### src/rtl/irqr_pkg.sv
package irqr_pkg;
  typedef enum int {
    MODE_SINGLE = 0,
    MODE_SHARED = 1,
    MODE_PERCPU = 2
  } irqr_mode_e;

  // main window
  localparam logic [7:0] OFS_GCAUSE  = 8'h14;
  localparam logic [7:0] OFS_GEMASK  = 8'h18;
  localparam logic [7:0] OFS_GLMASK  = 8'h1C;
  localparam logic [7:0] OFS_C1EMASK = 8'h30;
  localparam logic [7:0] OFS_C1LMASK = 8'h34;
  // per-CPU window
  localparam logic [7:0] OFS_PC_EMASK = 8'h10;
  localparam logic [7:0] OFS_PC_LMASK = 8'h20;
  localparam int         PC_STRIDE    = 4;
endpackage

### src/rtl/irqr_cause.sv
module irqr_cause #(
  parameter int W = 32
) (
  input  logic         clk,
  input  logic         rst,
  input  logic         ack_we,
  input  logic [W-1:0] keep,
  input  logic [W-1:0] set,
  output logic [W-1:0] q
);
  logic [W-1:0] kept;
  assign kept = ack_we ? (q & keep) : q;

  always_ff @(posedge clk) begin
    if (rst) q <= '0;
    else     q <= kept | set;  // set applied last: set beats clear
  end
endmodule

### src/rtl/irqr_mask.sv
module irqr_mask #(
  parameter int W = 32
) (
  input  logic         clk,
  input  logic         rst,
  input  logic         we,
  input  logic [W-1:0] d,
  output logic [W-1:0] q
);
  always_ff @(posedge clk) begin
    if (rst)     q <= '0;
    else if (we) q <= d;
  end
endmodule

### src/rtl/irqr_view.sv
module irqr_view #(
  parameter int NL  = 32,
  parameter int GRP = 8,
  localparam int NG = NL / GRP
) (
  input  logic          clk,
  input  logic          rst,
  input  logic [NL-1:0] data_in,
  input  logic [NL-1:0] cause,
  input  logic [NL-1:0] emask,
  input  logic [NL-1:0] lmask,
  output logic [NG-1:0] irq_o
);
  logic [NL-1:0] hit;
  assign hit = (data_in & lmask) | (cause & emask);

  always_ff @(posedge clk) begin
    if (rst) irq_o <= '0;
    else begin
      for (int g = 0; g < NG; g++) irq_o[g] <= |hit[g*GRP +: GRP];
    end
  end
endmodule

### src/rtl/gpio_irq_router.sv
module gpio_irq_router
  import irqr_pkg::*;
#(
  parameter int MODE      = MODE_PERCPU,
  parameter int NL        = 32,
  parameter int GRP       = 8,
  parameter int CPU_SLOTS = 4,
  parameter int AW        = 8,
  localparam int NG       = NL / GRP
) (
  input  logic                    clk,
  input  logic                    rst,
  input  logic                    reg_we,
  input  logic                    reg_win,
  input  logic [AW-1:0]           reg_addr,
  input  logic [NL-1:0]           reg_wdata,
  output logic [NL-1:0]           reg_rdata,
  input  logic [NL-1:0]           data_in,
  input  logic [NL-1:0]           edge_evt,
  output logic [NG-1:0]           irq_glb,
  output logic [CPU_SLOTS*NG-1:0] irq_cpu
);
  logic main_we, pc_we;
  assign main_we = reg_we && !reg_win;
  assign pc_we   = reg_we && reg_win && (MODE == MODE_PERCPU);

  // global view registers
  logic [NL-1:0] gcause_q, gemask_q, glmask_q;

  irqr_cause #(.W(NL)) u_gcause (
    .clk(clk), .rst(rst),
    .ack_we(main_we && reg_addr == AW'(OFS_GCAUSE)),
    .keep(reg_wdata), .set(edge_evt), .q(gcause_q));

  irqr_mask #(.W(NL)) u_gemask (
    .clk(clk), .rst(rst),
    .we(main_we && reg_addr == AW'(OFS_GEMASK)),
    .d(reg_wdata), .q(gemask_q));

  irqr_mask #(.W(NL)) u_glmask (
    .clk(clk), .rst(rst),
    .we(main_we && reg_addr == AW'(OFS_GLMASK)),
    .d(reg_wdata), .q(glmask_q));

  irqr_view #(.NL(NL), .GRP(GRP)) u_gview (
    .clk(clk), .rst(rst), .data_in(data_in),
    .cause(gcause_q), .emask(gemask_q), .lmask(glmask_q),
    .irq_o(irq_glb));

  // second processor masks, shared mode only
  logic [NL-1:0] c1_em, c1_lm;

  if (MODE == MODE_SHARED) begin : g_c1
    irqr_mask #(.W(NL)) u_em (
      .clk(clk), .rst(rst),
      .we(main_we && reg_addr == AW'(OFS_C1EMASK)),
      .d(reg_wdata), .q(c1_em));
    irqr_mask #(.W(NL)) u_lm (
      .clk(clk), .rst(rst),
      .we(main_we && reg_addr == AW'(OFS_C1LMASK)),
      .d(reg_wdata), .q(c1_lm));
  end else begin : g_no_c1
    assign c1_em = '0;
    assign c1_lm = '0;
  end

  // per-processor storage and views
  logic [NL-1:0] pc_cause [CPU_SLOTS];
  logic [NL-1:0] pc_em    [CPU_SLOTS];
  logic [NL-1:0] pc_lm    [CPU_SLOTS];
  logic [NL-1:0] vc       [CPU_SLOTS];
  logic [NL-1:0] vem      [CPU_SLOTS];
  logic [NL-1:0] vlm      [CPU_SLOTS];

  for (genvar n = 0; n < CPU_SLOTS; n++) begin : g_cpu
    if (MODE == MODE_PERCPU) begin : g_own
      irqr_cause #(.W(NL)) u_cause (
        .clk(clk), .rst(rst),
        .ack_we(pc_we && reg_addr == AW'(n*PC_STRIDE)),
        .keep(reg_wdata), .set(edge_evt), .q(pc_cause[n]));
      irqr_mask #(.W(NL)) u_em (
        .clk(clk), .rst(rst),
        .we(pc_we && reg_addr == AW'(OFS_PC_EMASK + n*PC_STRIDE)),
        .d(reg_wdata), .q(pc_em[n]));
      irqr_mask #(.W(NL)) u_lm (
        .clk(clk), .rst(rst),
        .we(pc_we && reg_addr == AW'(OFS_PC_LMASK + n*PC_STRIDE)),
        .d(reg_wdata), .q(pc_lm[n]));
      assign vc[n]  = pc_cause[n];
      assign vem[n] = pc_em[n];
      assign vlm[n] = pc_lm[n];
    end else if (MODE == MODE_SHARED && n < 2) begin : g_shr
      assign pc_cause[n] = '0;
      assign pc_em[n]    = '0;
      assign pc_lm[n]    = '0;
      assign vc[n]       = gcause_q;
      assign vem[n]      = (n == 0) ? gemask_q : c1_em;
      assign vlm[n]      = (n == 0) ? glmask_q : c1_lm;
    end else begin : g_off
      assign pc_cause[n] = '0;
      assign pc_em[n]    = '0;
      assign pc_lm[n]    = '0;
      assign vc[n]       = '0;
      assign vem[n]      = '0;
      assign vlm[n]      = '0;
    end

    irqr_view #(.NL(NL), .GRP(GRP)) u_view (
      .clk(clk), .rst(rst), .data_in(data_in),
      .cause(vc[n]), .emask(vem[n]), .lmask(vlm[n]),
      .irq_o(irq_cpu[n*NG +: NG]));
  end

  // registered read port
  logic [NL-1:0] rd_d;

  always_comb begin
    rd_d = '0;
    if (!reg_win) begin
      if (reg_addr == AW'(OFS_GCAUSE))  rd_d = gcause_q;
      if (reg_addr == AW'(OFS_GEMASK))  rd_d = gemask_q;
      if (reg_addr == AW'(OFS_GLMASK))  rd_d = glmask_q;
      if (reg_addr == AW'(OFS_C1EMASK)) rd_d = c1_em;
      if (reg_addr == AW'(OFS_C1LMASK)) rd_d = c1_lm;
    end else begin
      for (int n = 0; n < CPU_SLOTS; n++) begin
        if (reg_addr == AW'(n*PC_STRIDE))                rd_d = pc_cause[n];
        if (reg_addr == AW'(OFS_PC_EMASK + n*PC_STRIDE)) rd_d = pc_em[n];
        if (reg_addr == AW'(OFS_PC_LMASK + n*PC_STRIDE)) rd_d = pc_lm[n];
      end
    end
  end

  always_ff @(posedge clk) begin
    if (rst) reg_rdata <= '0;
    else     reg_rdata <= rd_d;
  end
endmodule

### config.mk
export PLATFORM = sky130hd
export DESIGN_NAME = gpio_irq_router
export DESIGN_NICKNAME = d
export VERILOG_FILES = /design/src/rtl/irqr_pkg.sv /design/src/rtl/irqr_cause.sv /design/src/rtl/irqr_mask.sv /design/src/rtl/irqr_view.sv /design/src/rtl/gpio_irq_router.sv
export SDC_FILE = /design/constraint.sdc
export NUM_CORES = 1
export LEC_CHECK = 0
export BUFFER_PORTS_ARGS = -buffer_cell sky130_fd_sc_hd__buf_2
export CORE_MARGIN = 3
export CORE_UTILIZATION = 30
export DETAILED_ROUTE_END_ITERATION = 12
export GPL_ROUTABILITY_DRIVEN = 1
export MAX_ROUTING_LAYER = met4
export PLACE_DENSITY_LB_ADDON = 0.3
export SYNTH_ARGS = -nofsm -noshare
export SYNTH_HDL_FRONTEND = slang
export SYNTH_SLANG_ARGS = --single-unit
export TNS_END_PERCENT = 10
### constraint.sdc
create_clock -name clk -period 2.9 [get_ports clk]
set_input_delay 0.145 -clock clk [delete_from_list [all_inputs] [get_ports clk]]
set_output_delay 0.145 -clock clk [all_outputs]
set_load 0.02 [all_outputs]
After elaboration in Yosys (flattened, before gate mapping)
Cells that the tools add are included.
{"block": "classes", "eq_ne": 13, "bitwise_logic": 25, "n_reduce_logical": 39, "mux": 23}
{"cell": "two-way mux 32 bit", "count": 23}
{"cell": "bitwise AND 32 bit", "count": 15}
{"cell": "OR 32 bit", "count": 10}
{"cell": "OR reduction 8 bit", "count": 20}
{"cell": "equality test 8 x 6 -> 1 bit (second input constant)", "count": 6}
{"cell": "equality test 8 x 5 -> 1 bit (second input constant)", "count": 4}
{"cell": "logical AND 1 bit", "count": 17}
{"cell": "equality test 8 x 4 -> 1 bit (second input constant)", "count": 2}
{"cell": "equality test 8 x 3 -> 1 bit (second input constant)", "count": 1}
{"cell": "zero test 8 bit", "count": 1}
{"cell": "zero test 1 bit", "count": 1}
{"block": "totals", "ff_bits": 532, "output_inout_bits": 52}

Logic depth before layout (Yosys ltp)
{"block": "logic_depth", "ltp_word": 14, "ltp_mapped": 9, "mapped_depth_nobuf": 6}

Modules after synthesis
From an unflattened synthesis, not the netlist that was laid out.
{"block": "hier_totals", "cells_unflattened": 2858, "area_unflattened_um2": 26962.1}
{"mod": "irqr_mask", "area_each_um2": 1163.6, "instances": 10, "cells_per_inst": 103}
{"mod": "irqr_cause", "area_each_um2": 1498.9, "instances": 5, "cells_per_inst": 134}
{"mod": "gpio_irq_router", "area_each_um2": 5704.2, "instances": 1, "cells_per_inst": 938}
{"mod": "irqr_view", "area_each_um2": 425.4, "instances": 5, "cells_per_inst": 44}

Worst setup path before layout
OpenSTA, ideal clock, no wires.
{"block": "synth_path", "path_type": "input -> register", "start": "input reg_addr[4]", "end": "register g_cpu[3].g_own.u_cause.q[1]", "path_buffers": 3, "path_slack_ns": 1.132, "arrival_ns": 1.636, "setup_time_ns": 0.132, "cell_stages": 8, "required_ns": 2.768, "path_cell_list": "buf_2 or4_4 nor2_1 buf_4 nand2_1 clkbuf_1 o21ai_0 a21oi_1"}
{"block": "synth_between", "elab_chain_cells": 4}
{"item": "start, declared", "line": "gpio_irq_router.sv:15", "rtl": "input logic [AW-1:0] reg_addr,"}
{"item": "equality test 8 x 4 -> 1 bit", "line": "gpio_irq_router.sv:79", "rtl": ".ack_we(pc_we && reg_addr == AW'(n*PC_STRIDE)),"}
{"item": "logical AND 1 bit", "line": "gpio_irq_router.sv:79"}
{"item": "two-way mux 32 bit", "line": "irqr_cause.sv:12", "rtl": "assign kept = ack_we ? (q & keep) : q;"}
{"item": "OR 32 bit", "line": "irqr_cause.sv:16", "rtl": "else q <= kept | set;"}
{"item": "end signal, assigned", "line": "irqr_cause.sv:16"}
{"item": "end, declared", "line": "irqr_cause.sv:9", "rtl": "output logic [W-1:0] q"}
Every way passes these cells.
A chain may end at the register's enable or synchronous reset.

Final worst setup path
{"block": "layout_path", "start": "input reg_addr[4]", "end": "register u_gcause.q[28]"}
{"block": "layout_between", "elab_chain_cells": 4}
{"item": "equality test 8 x 5 -> 1 bit", "line": "gpio_irq_router.sv:32", "rtl": ".ack_we(main_we && reg_addr == AW'(OFS_GCAUSE)),"}
{"item": "logical AND 1 bit", "line": "gpio_irq_router.sv:32"}
{"item": "two-way mux 32 bit", "line": "irqr_cause.sv:12"}
{"item": "OR 32 bit", "line": "irqr_cause.sv:16"}
{"item": "end signal, assigned", "line": "irqr_cause.sv:16"}
{"item": "end, declared", "line": "irqr_cause.sv:9"}
Every way passes these cells.

==> results.yml <==
routing:
  vias_per_cell: 5.874
  wl_per_cell_um: 25.40
  drc: 0
  wirelength_mm: 107.7
  detail-route-antenna-nets: 0
  drtIter0Drc: 3626
  vias: 24912
  first_pass_iters: 7
pwr:
  p_leak_nw: 9.529
  total_power_mw: 16.82
  peakVddDrop_mv: 0.4188
  power_density_nw_per_um2: 596.8
setup_path:
  start_kind: "input port"
  worst_setup_path_end_kind: "register"
  cp.required_ns: 3.44
  worst-path-max-fanout: 24
  arrival_ns: 2.87
  crit_type: "in2reg"
global_route:
  grt_busiest_layer: "met2"
  grt_pass1_vias: 22776
  grt_max_degree: 157
  track_usage_pct: 26.03
  met2_usage_pct: 39.30
  met1_usage_pct: 34.22
  antenna_found_initial: 7
  overflow: 0
  grt_first_pass_wirelength_mm: 156.8
  met3_usage_pct: 5.396
floorplan:
  fp-row-count: 101
  die_h_um: 285.3
  core_area_um2: 76580
  ioPinCount: 160
  die_area_um2: 81370
  initial_core_util_pct: 30.55
  die_x_um: 285.3
synthesis:
  synth_top_area_cell: "dfxtp_1"
  synth.net_count: 3144
  ys_dominant_reg_cell: "dfxtp_1"
  netlist_area_um2: 23400
  synthTopCellsByArea: "dfxtp_1, a21oi_1, nand2_1, o21ai_0, clkbuf_1"
  synth_simple_gate_area_share_pct: 15.75
  muxShareOfSynthArea_pct: 0.04278
  async_flop_share_pct: 0
  synth-xor-area-share_pct: 0
  synth_compound_area_share_pct: 32.93
  synth_edf_count: 0
  synth_fa_ha_area_share_pct: 0
  synth_top_family_by_area: "compound AO/OA/AOI/OAI gates"
  synthDominantCellAreaShare_pct: 45.52
  syn_inst: 3036
  ys_types: 54
  seq_area_frac_synth_pct: 45.52
  syn_avg_cell_area_um2: 7.706
  synth_warnings: 0
  synth-seq-cells: 532
clock_network:
  ctsHoldBuffers: 69
  cts_root_buf: "clkbuf_16"
  post-cts-setup-buffers: 0
  clk_latency_ns: 0.65
  cts_sinks: 532
  cts_tree: "built"
  cts_buffers: 59
  ctsResizeCount: 0
  cts_max_path_buffers: 3
  htree_levels: 2
  path_clk_slew_ns: 0.06
final_layout:
  syn_to_final_growth_pct: 20.42
  fin_nets: 3267
  final_layout_size_suffix_gt1_share_pct: 13.26
sta:
  finalSetupTns_ns: 0
  finalHoldViolations: 0
  fin_skew_ns: 0.02011
  max_freq_ghz: 0.4295
  timing.slew.headroom_pct: 26.05
  slew_viol_final: 0
  setup_viol: 0
  rsz0062_at_grt: "false"
  worst_pin_slew_ns: 1.109
  min_period_over_period_pct: 80.28
  period_minus_slack_ns: 2.328
place:
  dp_hpwl_mm: 72.94
  io_buffers: 159
  gp_congestion: 0.9464
hold_path:
  hold_class: "in2reg"
outcome:
  status: "finished, final reports clean"
flow_run:
  drv_cap: 0
final cells by class:
type	count	area [um2]
Antenna cell	5	12.51
Clock buffer	84	1700
Clock inverter	24	330.3
Fill cell	8043	48410
Inverter	62	232.7
Multi-Input combinational cell	2175	11540
Sequential cell	532	10650
Tap cell	1030	1289
Timing Repair Buffer	329	2417
critical path, stage by stage:
cell and delay, ns:
buf_2 0.26, buf_4 0.35, nor4b_2 0.30, buf_4 0.30, nand3_2 0.33, buf_12 0.32, o21ai_0 0.16, a21oi_1 0.08
dlygate4sd3_1 0.60
flip-flops by register name, summed over array words and instances (netlist names):
name                   count
g_cpu.g_own.u_lm.q       128
u_gview.irq_o              4
g_cpu.g_own.u_em.q       128
g_cpu.g_own.u_cause.q    128
u_gemask.q                32
u_gcause.q                32
u_glmask.q                32
g_cpu.u_view.irq_o        16
reg_rdata                 32
cells in the mapped netlist (all sizes together) (31+ instances only):
| library cell | n |
|---|---|
| nor3 | 33 |
| a22o | 60 |
| dfxtp | 532 |
| o221ai | 31 |
| o211ai | 37 |
| o22ai | 92 |
| a31oi | 48 |
| a22oi | 73 |
| nand2 | 688 |
| inv | 62 |
| a21oi | 545 |
| o21ai | 260 |
| a221oi | 62 |
| buf | 66 |
| clkbuf | 201 |
| nor2 | 108 |
path summary, 6_finish.rpt:
path	from	depth (start not counted)	slack, ns	to
setup reg to reg	g_cpu[2].g_own.u_em.q[20]$_SDFFE_PP0P_	4	1.20	reg_rdata[20]$_SDFF_PP0_
hold / removal	data_in[17]	3	0.04	u_gview.irq_o[2]$_SDFF_PP0_
setup / recovery	reg_addr[4]	9	0.57	u_gcause.q[28]$_SDFF_PP0_
hold reg to reg	u_glmask.q[21]$_SDFFE_PP0P_	2	0.47	u_glmask.q[21]$_SDFFE_PP0P_
metrics by stage:
| stage | hold slack, ns | cell area [um2] | util, % | cells | setup slack [ns] |
|---|---|---|---|---|---|
| 4_1_cts | 0.007782 | 28160 | 36.77 | 4236 | 0.6610 |
| 6_report | 0.04005 | 28170 | 36.79 | 4241 | 0.5719 |
| 5_1_grt | 0.07735 | 28170 | 36.79 | 4241 | 0.4400 |
| 3_5_place_dp | 0.4401 | 25440 | 33.22 | 4059 | 0.3685 |
| 2_1_floorplan | 0.3404 | 23400 | - | 3036 | 1.132 |
| 3_3_place_gp | 0.4408 | 25440 | 33.22 | 4059 | 0.3726 |
cell families after synthesis:
group	count (synthesis)
AO/OA/AOI/OAI	1277
AND/OR/NAND/NOR	897
flip-flops	532
buffers and inverters	329
multiplexers	1
metal layers:
metal,wire [um],share of wire [%]
met5,0,0
met4,4524,4.2
met3,11300,10
met2,47640,44
met1,44280,41
cell usage in the layout, fill, tap and decap left out, types with 69 or more instances in the layout:
| cell | Yosys | layout |
|---|---|---|
| a21oi_1 | 545 | 545 |
| o22ai_1 | 92 | 92 |
| buf_2 | 51 | 158 |
| dfxtp_1 | 532 | 532 |
| nand2_1 | 686 | 686 |
| o21ai_0 | 244 | 244 |
| dlygate4sd3_1 | 0 | 69 |
| nor2_1 | 104 | 95 |
| buf_4 | 7 | 88 |
| a22oi_1 | 73 | 72 |
where the power goes:
group          internal (mW)  switching [mW]  total (mW)
Clock                   4.63            3.31        7.94
Combinational          0.368           0.864        1.23
Sequential              7.48           0.170        7.65
No activity file was read; power rests on OpenSTA's default activity.
